===== src/rtl/opmode_pkg.sv =====
package opmode_pkg;

  // Externally visible mode codes
  typedef enum logic [2:0] {
    MD_SHDN    = 3'd0,
    MD_RESET   = 3'd1,
    MD_NORMAL  = 3'd2,
    MD_STANDBY = 3'd3,
    MD_SLEEP   = 3'd4,
    MD_THERM   = 3'd5
  } mode_e;

  // Internal states: the selection window is a hidden sub-state of Normal
  typedef enum logic [2:0] {
    ST_SHDN    = 3'd0,
    ST_RESET   = 3'd1,
    ST_NORMAL  = 3'd2,
    ST_STANDBY = 3'd3,
    ST_SLEEP   = 3'd4,
    ST_THERM   = 3'd5,
    ST_SELECT  = 3'd6
  } state_e;

  typedef enum logic [1:0] {
    XC_OFF    = 2'd0,
    XC_WAKE   = 2'd1,
    XC_ACTIVE = 2'd2
  } xcvr_e;

  localparam int unsigned MODE_W = 3;
  localparam int unsigned XCVR_W = 2;

endpackage


===== src/rtl/opmode_sync.sv =====
module opmode_sync #(
  parameter int unsigned WIDTH  = 2,
  parameter int unsigned STAGES = 2
) (
  input  logic             clk,
  input  logic             rst_n,
  input  logic [WIDTH-1:0] async_i,
  output logic [WIDTH-1:0] sync_o
);

  genvar b;
  generate
    for (b = 0; b < WIDTH; b++) begin : g_bit
      logic [STAGES-1:0] chain_q;

      always_ff @(posedge clk or negedge rst_n) begin
        if (!rst_n) begin
          chain_q <= '0;
        end else begin
          chain_q <= {chain_q[STAGES-2:0], async_i[b]};
        end
      end

      assign sync_o[b] = chain_q[STAGES-1];
    end
  endgenerate

endmodule


===== src/rtl/opmode_timer.sv =====
module opmode_timer #(
  parameter int unsigned LIMIT = 16
) (
  input  logic clk,
  input  logic rst_n,
  input  logic run_i,
  output logic done_o
);

  localparam int unsigned CW = $clog2(LIMIT + 1);
  localparam logic [CW-1:0] LAST = CW'(LIMIT - 1);

  logic [CW-1:0] cnt_q;
  logic [CW-1:0] cnt_d;
  logic          cnt_en;

  // Count while running, clear when idle, hold at the last value
  always_comb begin
    cnt_en = 1'b0;
    cnt_d  = cnt_q;
    if (!run_i) begin
      cnt_en = (cnt_q != '0);
      cnt_d  = '0;
    end else if (cnt_q != LAST) begin
      cnt_en = 1'b1;
      cnt_d  = cnt_q + 1'b1;
    end
  end

  always_ff @(posedge clk or negedge rst_n) begin
    if (!rst_n) begin
      cnt_q <= '0;
    end else if (cnt_en) begin
      cnt_q <= cnt_d;
    end
  end

  assign done_o = run_i && (cnt_q == LAST);

endmodule


===== src/rtl/opmode_fsm.sv =====
module opmode_fsm
  import opmode_pkg::*;
(
  input  logic              clk,
  input  logic              rst_n,
  input  logic              sup_hi,
  input  logic              sup_lo,
  input  logic              over_temp,
  input  logic              vout_uv,
  input  logic              uv_filt,
  input  logic              bus_wake,
  input  logic              en_s,
  input  logic              txd_s,
  input  logic              rst_done,
  input  logic              sel_done,
  output logic              in_reset,
  output logic              in_select,
  output logic              reg_en_o,
  output logic              rst_out_n,
  output logic [XCVR_W-1:0] xcvr_mode_o,
  output logic [MODE_W-1:0] mode_o
);

  state_e st_q;
  state_e st_d;
  state_e st_eff;
  logic   reg_on_state;

  assign reg_on_state = (st_q == ST_NORMAL) || (st_q == ST_SELECT) ||
                        (st_q == ST_STANDBY);

  // Next-state logic, highest priority first
  always_comb begin
    st_d = st_q;
    if (sup_lo) begin
      st_d = ST_SHDN;
    end else if (st_q == ST_SHDN) begin
      if (sup_hi && !over_temp) st_d = ST_RESET;
    end else if (over_temp) begin
      st_d = ST_THERM;
    end else if (uv_filt && reg_on_state) begin
      st_d = ST_RESET;
    end else begin
      unique case (st_q)
        ST_THERM:   st_d = ST_RESET;
        ST_RESET:   if (rst_done && !vout_uv) st_d = en_s ? ST_NORMAL : ST_STANDBY;
        ST_NORMAL:  if (!en_s) st_d = ST_SELECT;
        ST_SELECT: begin
          if (en_s)          st_d = ST_NORMAL;
          else if (sel_done) st_d = txd_s ? ST_STANDBY : ST_SLEEP;
        end
        ST_STANDBY: if (en_s) st_d = ST_NORMAL;
        ST_SLEEP:   if (bus_wake || en_s) st_d = ST_RESET;
        default:    st_d = ST_SHDN;
      endcase
    end
  end

  always_ff @(posedge clk or negedge rst_n) begin
    if (!rst_n) begin
      st_q <= ST_SHDN;
    end else begin
      st_q <= st_d;
    end
  end

  assign in_reset  = (st_q == ST_RESET);
  assign in_select = (st_q == ST_SELECT);

  // Supply loss overrides the outputs without waiting for a clock edge
  assign st_eff = sup_lo ? ST_SHDN : st_q;

  always_comb begin
    reg_en_o    = 1'b0;
    rst_out_n   = 1'b0;
    xcvr_mode_o = XC_OFF;
    mode_o      = MD_SHDN;
    unique case (st_eff)
      ST_SHDN: begin
        mode_o = MD_SHDN;
      end
      ST_RESET: begin
        reg_en_o    = 1'b1;
        xcvr_mode_o = XC_WAKE;
        mode_o      = MD_RESET;
      end
      ST_NORMAL: begin
        reg_en_o    = 1'b1;
        rst_out_n   = 1'b1;
        xcvr_mode_o = XC_ACTIVE;
        mode_o      = MD_NORMAL;
      end
      ST_SELECT: begin
        reg_en_o    = 1'b1;
        rst_out_n   = 1'b1;
        xcvr_mode_o = XC_WAKE;
        mode_o      = MD_NORMAL;
      end
      ST_STANDBY: begin
        reg_en_o    = 1'b1;
        rst_out_n   = 1'b1;
        xcvr_mode_o = XC_WAKE;
        mode_o      = MD_STANDBY;
      end
      ST_SLEEP: begin
        xcvr_mode_o = XC_WAKE;
        mode_o      = MD_SLEEP;
      end
      ST_THERM: begin
        xcvr_mode_o = XC_WAKE;
        mode_o      = MD_THERM;
      end
      default: begin
        mode_o = MD_SHDN;
      end
    endcase
  end

endmodule


===== src/rtl/opmode_ctrl.sv =====
module opmode_ctrl
  import opmode_pkg::*;
#(
  parameter int unsigned RST_CYC = 250000,
  parameter int unsigned SEL_CYC = 1500,
  parameter int unsigned UVF_CYC = 1250
) (
  input  logic              clk,
  input  logic              rst_n,
  input  logic              sup_hi,
  input  logic              sup_lo,
  input  logic              over_temp,
  input  logic              vout_uv,
  input  logic              bus_wake,
  input  logic              en,
  input  logic              txd,
  output logic              reg_en_o,
  output logic              rst_out_n,
  output logic [XCVR_W-1:0] xcvr_mode_o,
  output logic [MODE_W-1:0] mode_o
);

  localparam int unsigned PIN_W = 2;
  localparam int unsigned UVF_LIMIT = UVF_CYC + 1;

  logic [PIN_W-1:0] pins_s;
  logic             en_s;
  logic             txd_s;
  logic             in_reset;
  logic             in_select;
  logic             rst_done;
  logic             sel_done;
  logic             uv_filt;

  opmode_sync #(.WIDTH(PIN_W), .STAGES(2)) u_pin_sync (
    .clk     (clk),
    .rst_n   (rst_n),
    .async_i ({txd, en}),
    .sync_o  (pins_s)
  );

  assign en_s  = pins_s[0];
  assign txd_s = pins_s[1];

  opmode_timer #(.LIMIT(RST_CYC)) u_rst_tmr (
    .clk    (clk),
    .rst_n  (rst_n),
    .run_i  (in_reset),
    .done_o (rst_done)
  );

  opmode_timer #(.LIMIT(SEL_CYC)) u_sel_tmr (
    .clk    (clk),
    .rst_n  (rst_n),
    .run_i  (in_select),
    .done_o (sel_done)
  );

  // Persistence filter: asserted after UVF_CYC consecutive low-output cycles
  opmode_timer #(.LIMIT(UVF_LIMIT)) u_uv_filt (
    .clk    (clk),
    .rst_n  (rst_n),
    .run_i  (vout_uv),
    .done_o (uv_filt)
  );

  opmode_fsm u_fsm (
    .clk         (clk),
    .rst_n       (rst_n),
    .sup_hi      (sup_hi),
    .sup_lo      (sup_lo),
    .over_temp   (over_temp),
    .vout_uv     (vout_uv),
    .uv_filt     (uv_filt),
    .bus_wake    (bus_wake),
    .en_s        (en_s),
    .txd_s       (txd_s),
    .rst_done    (rst_done),
    .sel_done    (sel_done),
    .in_reset    (in_reset),
    .in_select   (in_select),
    .reg_en_o    (reg_en_o),
    .rst_out_n   (rst_out_n),
    .xcvr_mode_o (xcvr_mode_o),
    .mode_o      (mode_o)
  );

endmodule


===== config.mk =====
export PLATFORM = sky130hd
export DESIGN_NAME = opmode_ctrl
export DESIGN_NICKNAME = d
export VERILOG_FILES = /design/src/rtl/opmode_pkg.sv /design/src/rtl/opmode_sync.sv /design/src/rtl/opmode_timer.sv /design/src/rtl/opmode_fsm.sv /design/src/rtl/opmode_ctrl.sv
export SDC_FILE = /design/constraint.sdc
export NUM_CORES = 1
export LEC_CHECK = 0
export CAP_MARGIN = 20
export CORE_MARGIN = 5
export CORE_UTILIZATION = 45
export CTS_CLUSTER_DIAMETER = 40
export DETAILED_ROUTE_END_ITERATION = 8
export GPL_TIMING_DRIVEN = 0
export PLACE_DENSITY_LB_ADDON = 0.12
export SLEW_MARGIN = 20
export SYNTH_ARGS = -nofsm -noshare
export SYNTH_HDL_FRONTEND = slang
export SYNTH_SLANG_ARGS = --single-unit

===== constraint.sdc =====
create_clock -name clk -period 4 [get_ports clk]
set_clock_uncertainty 0.1 [all_clocks]
set_input_delay 0.8 -clock clk [delete_from_list [all_inputs] [get_ports clk]]
set_output_delay 0.8 -clock clk [all_outputs]
set_load 0.01 [all_outputs]

==> results_dict.tcl, run 1 <==
set metrics [dict create \
    syn-num-nets 309 \
    cts_made_buffers 5 \
    period_minus_slack_ns 3.23 \
    yosysWarnings 0 \
    nNetsFinal 331 \
    finalSetupTns_ns 0 \
    critPathMaxFanout 10 \
    syn_inst 293 \
    crit_required_ns 3.10 \
    initial_core_util_pct 45.5 \
    clock_power_share_pct 26.3 \
    rows 28 \
    antenna_found_initial 0 \
    critPathLaunchType "primary input" \
    hold_ws_ns 0.255 \
    layout-drive-gt1-share_pct 6.96 \
    slew-limit-headroom_pct 51.8 \
    maxCapViolCount 0 \
    die_w_microns 86.9 \
    synth-edff-count 0 \
    ys_top_cells_by_area "dfrtp_1, nor2_1, xnor2_1" \
    avgViaCountPerCell 5.54 \
    critPathArrivalTime_ns 2.33 \
    drtIter0Drc 67 \
    peakVddDrop_mv 0.235 \
    critPathKind "in -> out" \
    yosysSeqAreaShare_pct 44.2 \
    grt.total_usage_pct 15.7 \
    dieArea_sq_um 7560 \
    syn2layout_area_growth_pct 13.8 \
    p_leak_nw 1.24 \
    postLayoutCoreUtil_pct 51.8 \
    ys_types 49 \
    ys_top_cells_by_count "dfrtp_1, nor2_1, nand2_1" \
    diodes 0 \
    clock_sinks 47 \
    setup_viol 0 \
    grt_max_degree 28 \
    clock.fmax_ghz 0.309 \
    async_reset_ff_share_pct 100 \
    place_area_sq_um 2910 \
    cts-htree-levels 2 \
    wl_microns 5310 \
    setup_ws_ns 0.768 \
    final_area_sq_um 3030 \
    clk_pin_slew_ns 0.08 \
    regArea_sq_um 1180 \
    synth_most_common_cell "dfrtp_1" \
    grt_pass1_vias 2105 \
    cts.repair.resized 0 \
    fp.dieH_microns 86.9 \
    root_buffer "clkbuf_8" \
    hold_violations 0 \
    grt-ovfl-total 0 \
    fin_cells 391 \
    worst_setup_path_end_kind "primary output" \
    dp_hpwl_microns 3800 \
    synth_ff_type "dfrtp_1" \
    synth_area_sq_um 2660 \
    avgSynthCellArea_sq_um 9.09 \
    finalPower_mw 1.38 \
    seq_power_share_pct 40.5 \
    intPower_mw 0.904 \
    core_sq_um 5850 \
    drv_slew 0 \
    grt_pass1_wl_microns 9640 \
    multi_input_area_sq_um 1410 \
    clk_path_buf_depth 2 \
    post_drt_wl_per_cell_microns 13.6 \
    antenna_left 0 \
    switching_share_pct 34.6 \
    fin_crit_sh_pct 80.8 \
    synth_top_cell_area_share_pct 44.2 \
    drc 0 \
    hold_buffers 0 \
    ys_ff_latch 47 \
    switching_power_mw 0.478 \
    yosysTopAreaCell "dfrtp_1" \
    clock_latency_ns 0.30 \
    rsz0062_at_grt "false" \
    cts_tree "yes" \
    comb_power_share_pct 33.3 \
    place_ws_ns 0.759 \
    status "finished clean" \
    ios 16 \
    worstMarginPinSlew_ns 0.719 \
    num_vias 2167 \
    nFillCells 546 \
    first_pass_iters 4 \
    power_density_nw_per_um2 456 \
    post_cts_buffers 0 \
    placed_cells 383 \
    gp_congestion 0.869 \
    port_buffers 14 \
    hold_path.class "reg -> reg" \
]
[power groups by stage]
stage               clock (mW)  sequential (mW)  combinational, mW
detailed placement           0            0.568              0.463
global placement             0            0.566              0.460
finish                   0.364            0.559              0.460
CTS                      0.383            0.558              0.465
floorplan                    0            0.555              0.329
global route             0.399            0.568              0.520
[layout make-up]
cell class,count,share of cell area (%)
Timing Repair Buffer,15,5.12
Multi-Input combinational cell,227,46.4
Clock inverter,2,1.16
Sequential cell,47,38.8
Buffer,9,1.40
Inverter,10,1.24
Clock buffer,6,2.73
Tap cell,75,3.10
[cells in the final DEF (no fill, tap or decap), types with 12 or more instances in the layout]
cell type and instances:
clkdlybuf4s50_1 13, xor2_1 12, dfrtp_1 47, nand3_1 18, o21ai_0 14, xnor2_1 13, nand2_1 22, nor2_1 42
[layer usage]
| metal | vias to the layer above | routed length [microns] | track usage [%] |
|---|---|---|---|
| li1 | 1093 | - | - |
| met1 | 1035 | 2650 | 21.7 |
| met2 | 34 | 2430 | 25.3 |
| met3 | 5 | 173 | 2.84 |
| met4 | 0 | 58 | 4.25 |
| met5 | - | 0 | 0 |
[registers in the layout (all words and copies together) (netlist names)]
| register | flops |
|---|---|
| u_pin_sync.g_bit.chain_q | 4 |
| u_rst_tmr.cnt_q | 18 |
| u_sel_tmr.cnt_q | 11 |
| u_uv_filt.cnt_q | 11 |
| u_fsm.st_q | 3 |
[kinds of logic (layout without fill, tap and decap cells)]
| kind of cell | count (synthesis) | in the layout | synth area share [%] |
|---|---|---|---|
| DFF | 47 | 47 | 44.2 |
| and+or+nand+nor | 146 | 146 | 28.9 |
| adders and majority gates | 7 | 7 | 3.29 |
| muxes | 1 | 1 | 0.423 |
| AOI/OAI and AO/OA | 48 | 48 | 12.0 |
| xor gates and xnor gates | 25 | 25 | 8.22 |
| buffers and inverters | 19 | 42 | 3.01 |
[critical path, cell delays in order]
cell,delay (ns)
clkdlybuf4s50_1,0.50
clkbuf_1,0.33
and3b_1,0.23
clkdlybuf4s50_1,0.47
[path summary, 6_finish.rpt]
check	startpoint	to	slack, ns	depth (start not counted)
worst min-delay path	u_pin_sync.g_bit[0].chain_q[0]$_DFF_PN0_	u_pin_sync.g_bit[0].chain_q[1]$_DFF_PN0_	0.25	0
max in group asynchronous	rst_n	u_fsm.st_q[0]$_DFFE_PN0P_	2.92	2
worst min register to register	u_pin_sync.g_bit[0].chain_q[0]$_DFF_PN0_	u_pin_sync.g_bit[0].chain_q[1]$_DFF_PN0_	0.25	0
min in group asynchronous	rst_n	u_sel_tmr.cnt_q[7]$_DFFE_PN0P_	0.35	1
worst max-delay path	sup_lo	rst_out_n	0.77	4
worst max register to register	u_rst_tmr.cnt_q[1]$_DFFE_PN0P_	u_fsm.st_q[1]$_DFFE_PN0P_	1.79	6
(Power assumes the default switching activity.)
==> run 2, diff against run 1 <==
==> constraint.sdc (replaced) <==
create_clock -name clk -period 3.1 [get_ports clk]
set_clock_uncertainty 0.1 [all_clocks]
set_input_delay 0.62 -clock clk [delete_from_list [all_inputs] [get_ports clk]]
set_output_delay 0.62 -clock clk [all_outputs]
set_load 0.01 [all_outputs]
==> results of run 2 <==
Same layout as run 1 (identical final DEF). Status: finished clean.
Among the figures that moved: setup slack after placement 0.759 ns -> 0.219 ns; clock-pin slew on the worst setup and hold paths 0.08 ns -> 0.09 ns; setup slack after layout 0.768 ns -> 0.228 ns; hold slack 0.255 ns -> 0.173 ns; register-to-register setup slack 1.79 ns -> 0.89 ns; total power 1.38 mW -> 1.78 mW; worst IR drop on VDD 0.235 mV -> 0.304 mV
==> run 3, diff against run 2 <==
--- a/config.mk
+++ b/config.mk
@@ -15,4 +15,5 @@
 export SLEW_MARGIN = 20
 export SYNTH_ARGS = -nofsm -noshare
 export SYNTH_HDL_FRONTEND = slang
+export SYNTH_HIERARCHICAL = 1
 export SYNTH_SLANG_ARGS = --single-unit
==> run 3 against run 2 <==
Area after synthesis increased by 5.1%; sequential power decreased by 5.1%; worst hold slack improved by 0.0038 ns; non-clock buffer count increased by 3; die area increased by 4.5%; global-route usage decreased by 0.43 points; core utilization increased by 0.63 points; critical path type is now reg -> reg; critical path depth increased by 5; power decreased by 20%; design area increased by 3.6%.
==> results_dict.tcl, run 3 <==
set metrics [dict create \
    critPathMaxFanout 10 \
    initial_core_util_pct 46.7 \
    slew-limit-headroom_pct 67.0 \
    top_register "u_rst_tmr/cnt_q" \
    ys_top_cells_by_count "dfrtp_1, nor2_1, nand2_1" \
    hold_ws_ns 0.177 \
    clk_pin_slew_ns 0.09 \
    most-common-layout-cells "dfrtp_1, nor2_1, nand2_1, a21oi_1, xnor2_1" \
    dieArea_sq_um 7900 \
    critPathKind "reg -> reg" \
    ios 16 \
    grt-ovfl-total 0 \
    root_buffer "clkbuf_8" \
    clock_latency_ns 0.29 \
    cts_tree "yes" \
    yosysSeqAreaShare_pct 42.0 \
    dp_hpwl_microns 4040 \
    avgSynthCellArea_sq_um 9.36 \
    post_cts_buffers 0 \
    worstMarginPinSlew_ns 0.491 \
    clock_sinks 47 \
    p_leak_nw 1.37 \
    antenna_left 0 \
    final_common_cell "dfrtp_1" \
    die_w_microns 88.9 \
    peakVddDrop_mv 0.220 \
    clock.fmax_ghz 0.367 \
    yosysWarnings 6 \
    port_buffers 14 \
    largest_reg_flops 18 \
    synth_top_cell_area_share_pct 42.0 \
    period_minus_slack_ns 2.72 \
    avgViaCountPerCell 5.46 \
    reg_top3 "u_rst_tmr/cnt_q: 18 flops, u_sel_tmr/cnt_q: 11 flops, u_uv_filt/cnt_q: 11 flops" \
    grt_pass1_vias 2006 \
    cts_made_buffers 5 \
    synth_area_sq_um 2800 \
    diodes 0 \
    ys_ff_latch 47 \
    critPathLaunchType "flip-flop" \
    synth_ff_type "dfrtp_1" \
    nFillCells 562 \
    crit_required_ns 3.18 \
    nNetsFinal 338 \
    fin_crit_sh_pct 87.9 \
    fin_cells 397 \
    syn-num-nets 316 \
    grt_max_degree 29 \
    ys_top_cells_by_area "dfrtp_1, xnor2_1, ha_1" \
    hold_path.class "in -> async" \
    clk_path_buf_depth 2 \
    gp_congestion 0.800 \
    antenna_found_initial 0 \
    placed_cells 389 \
    drv_slew 0 \
    grt.total_usage_pct 15.3 \
    grt_pass1_wl_microns 9620 \
    async_reset_ff_share_pct 100 \
    power_density_nw_per_um2 452 \
    synth_most_common_cell "dfrtp_1" \
    status "finished clean" \
    setup_viol 0 \
    hold_violations 0 \
    critPathArrivalTime_ns 2.81 \
    layout-drive-gt1-share_pct 11.2 \
    hold_buffers 0 \
    yosysTopAreaCell "dfrtp_1" \
    post_drt_wl_per_cell_microns 14.0 \
    rows 28 \
    cts.repair.resized 0 \
    worst_setup_path_end_kind "flip-flop" \
    first_pass_iters 4 \
    drtIter0Drc 92 \
    drc 0 \
    maxCapViolCount 0 \
    cts-htree-levels 2 \
    synth-edff-count 0 \
    syn_inst 299 \
    wl_microns 5550 \
    fp.dieH_microns 88.9 \
    rsz0062_at_grt "false" \
    syn2layout_area_growth_pct 12.2 \
    num_vias 2167 \
    core_sq_um 5990 \
    ys_types 57 \
]
run 3: cell type report:
| cell class | count | area (sq um) | share of cell area, % |
|---|---|---|---|
| buffer | 12 | 90.1 | 2.87 |
| clock buffer | 5 | 68.8 | 2.19 |
| clock inverter | 3 | 20.0 | 0.638 |
| inverter | 13 | 48.8 | 1.55 |
| multi-input combinational | 227 | 1490 | 47.3 |
| sequential | 47 | 1180 | 37.5 |
| tap | 75 | 93.8 | 2.99 |
| timing repair buffer | 15 | 155 | 4.94 |
run 3: final timing paths:
path / from / to / slack, ns / cells past startpoint
setup / recovery: u_fsm/st_q[0]$_DFFE_PN0P_ / u_fsm/st_q[0]$_DFFE_PN0P_ / 0.38 / 9
hold / removal: rst_n / u_uv_filt/cnt_q[0]$_DFFE_PN0P_ / 0.18 / 1
setup reg to reg: u_fsm/st_q[0]$_DFFE_PN0P_ / u_fsm/st_q[0]$_DFFE_PN0P_ / 0.38 / 9
hold reg to reg: u_pin_sync/g_bit[0].chain_q[0]$_DFF_PN0_ / u_pin_sync/g_bit[0].chain_q[1]$_DFF_PN0_ / 0.26 / 0
max in group asynchronous: rst_n / u_pin_sync/g_bit[0].chain_q[1]$_DFF_PN0_ / 2.21 / 2
min in group clk: u_pin_sync/g_bit[0].chain_q[0]$_DFF_PN0_ / u_pin_sync/g_bit[0].chain_q[1]$_DFF_PN0_ / 0.26 / 0
run 3: cell families (layout without fill, tap and decap cells):
group	Yosys count	in the layout	synth area share, %
AO/OA/AOI/OAI	56	56	12.7
flip-flops	47	47	42.0
adder cells (fa/ha/maj)	8	8	3.58
multiplexers	5	5	1.97
AND/OR/NAND/NOR	136	136	27.9
XOR/XNOR	22	22	6.88
buffers and inverters	25	48	4.96
run 3: routing by layer:
| layer | global-route usage [%] | share of wire [%] | vias up |
|---|---|---|---|
| li1 | - | - | 1106 |
| met1 | 22.6 | 51 | 1031 |
| met2 | 23.1 | 45 | 30 |
| met3 | 3.17 | 3.3 | 0 |
| met4 | 3.30 | 0 | 0 |
| met5 | 0 | 0 | - |
run 3: report_power, final:
| part | switching (mW) | leakage (nW) | internal (mW) | total (mW) |
|---|---|---|---|---|
| Sequential | 0.0408 | 0.642 | 0.644 | 0.685 |
| Clock | 0.204 | 0.0402 | 0.157 | 0.361 |
| Combinational | 0.216 | 0.686 | 0.157 | 0.373 |
run 3: stage by stage:
| step | worst slack (ns) | TNS, ns | total power [mW] | instance area (sq um) | utilization (%) |
|---|---|---|---|---|---|
| 5_1_grt | 0.188 | 0 | 1.52 | 3140 | 52.4 |
| 6_report | 0.375 | 0 | 1.42 | 3140 | 52.4 |
| 3_5_place_dp | 0.242 | 0 | 1.07 | 3050 | 50.9 |
| 3_3_place_gp | -0.0836 | -3.78 | 1.06 | 3030 | 50.6 |
| 4_1_cts | 0.209 | 0 | 1.45 | 3140 | 52.4 |
| 2_1_floorplan | 1.03 | 0 | 0.955 | 2800 | - |
run 3: worst max-delay path: stages (launching register included):
cell and delay [ns]:
dfrtp_1 0.46, buf_2 0.25, nand2_1 0.11, nor2_2 0.31
nand3_1 0.14, nor4_1 0.40, a211oi_1 0.17, o211ai_1 0.27
a21oi_1 0.10, a311oi_1 0.30
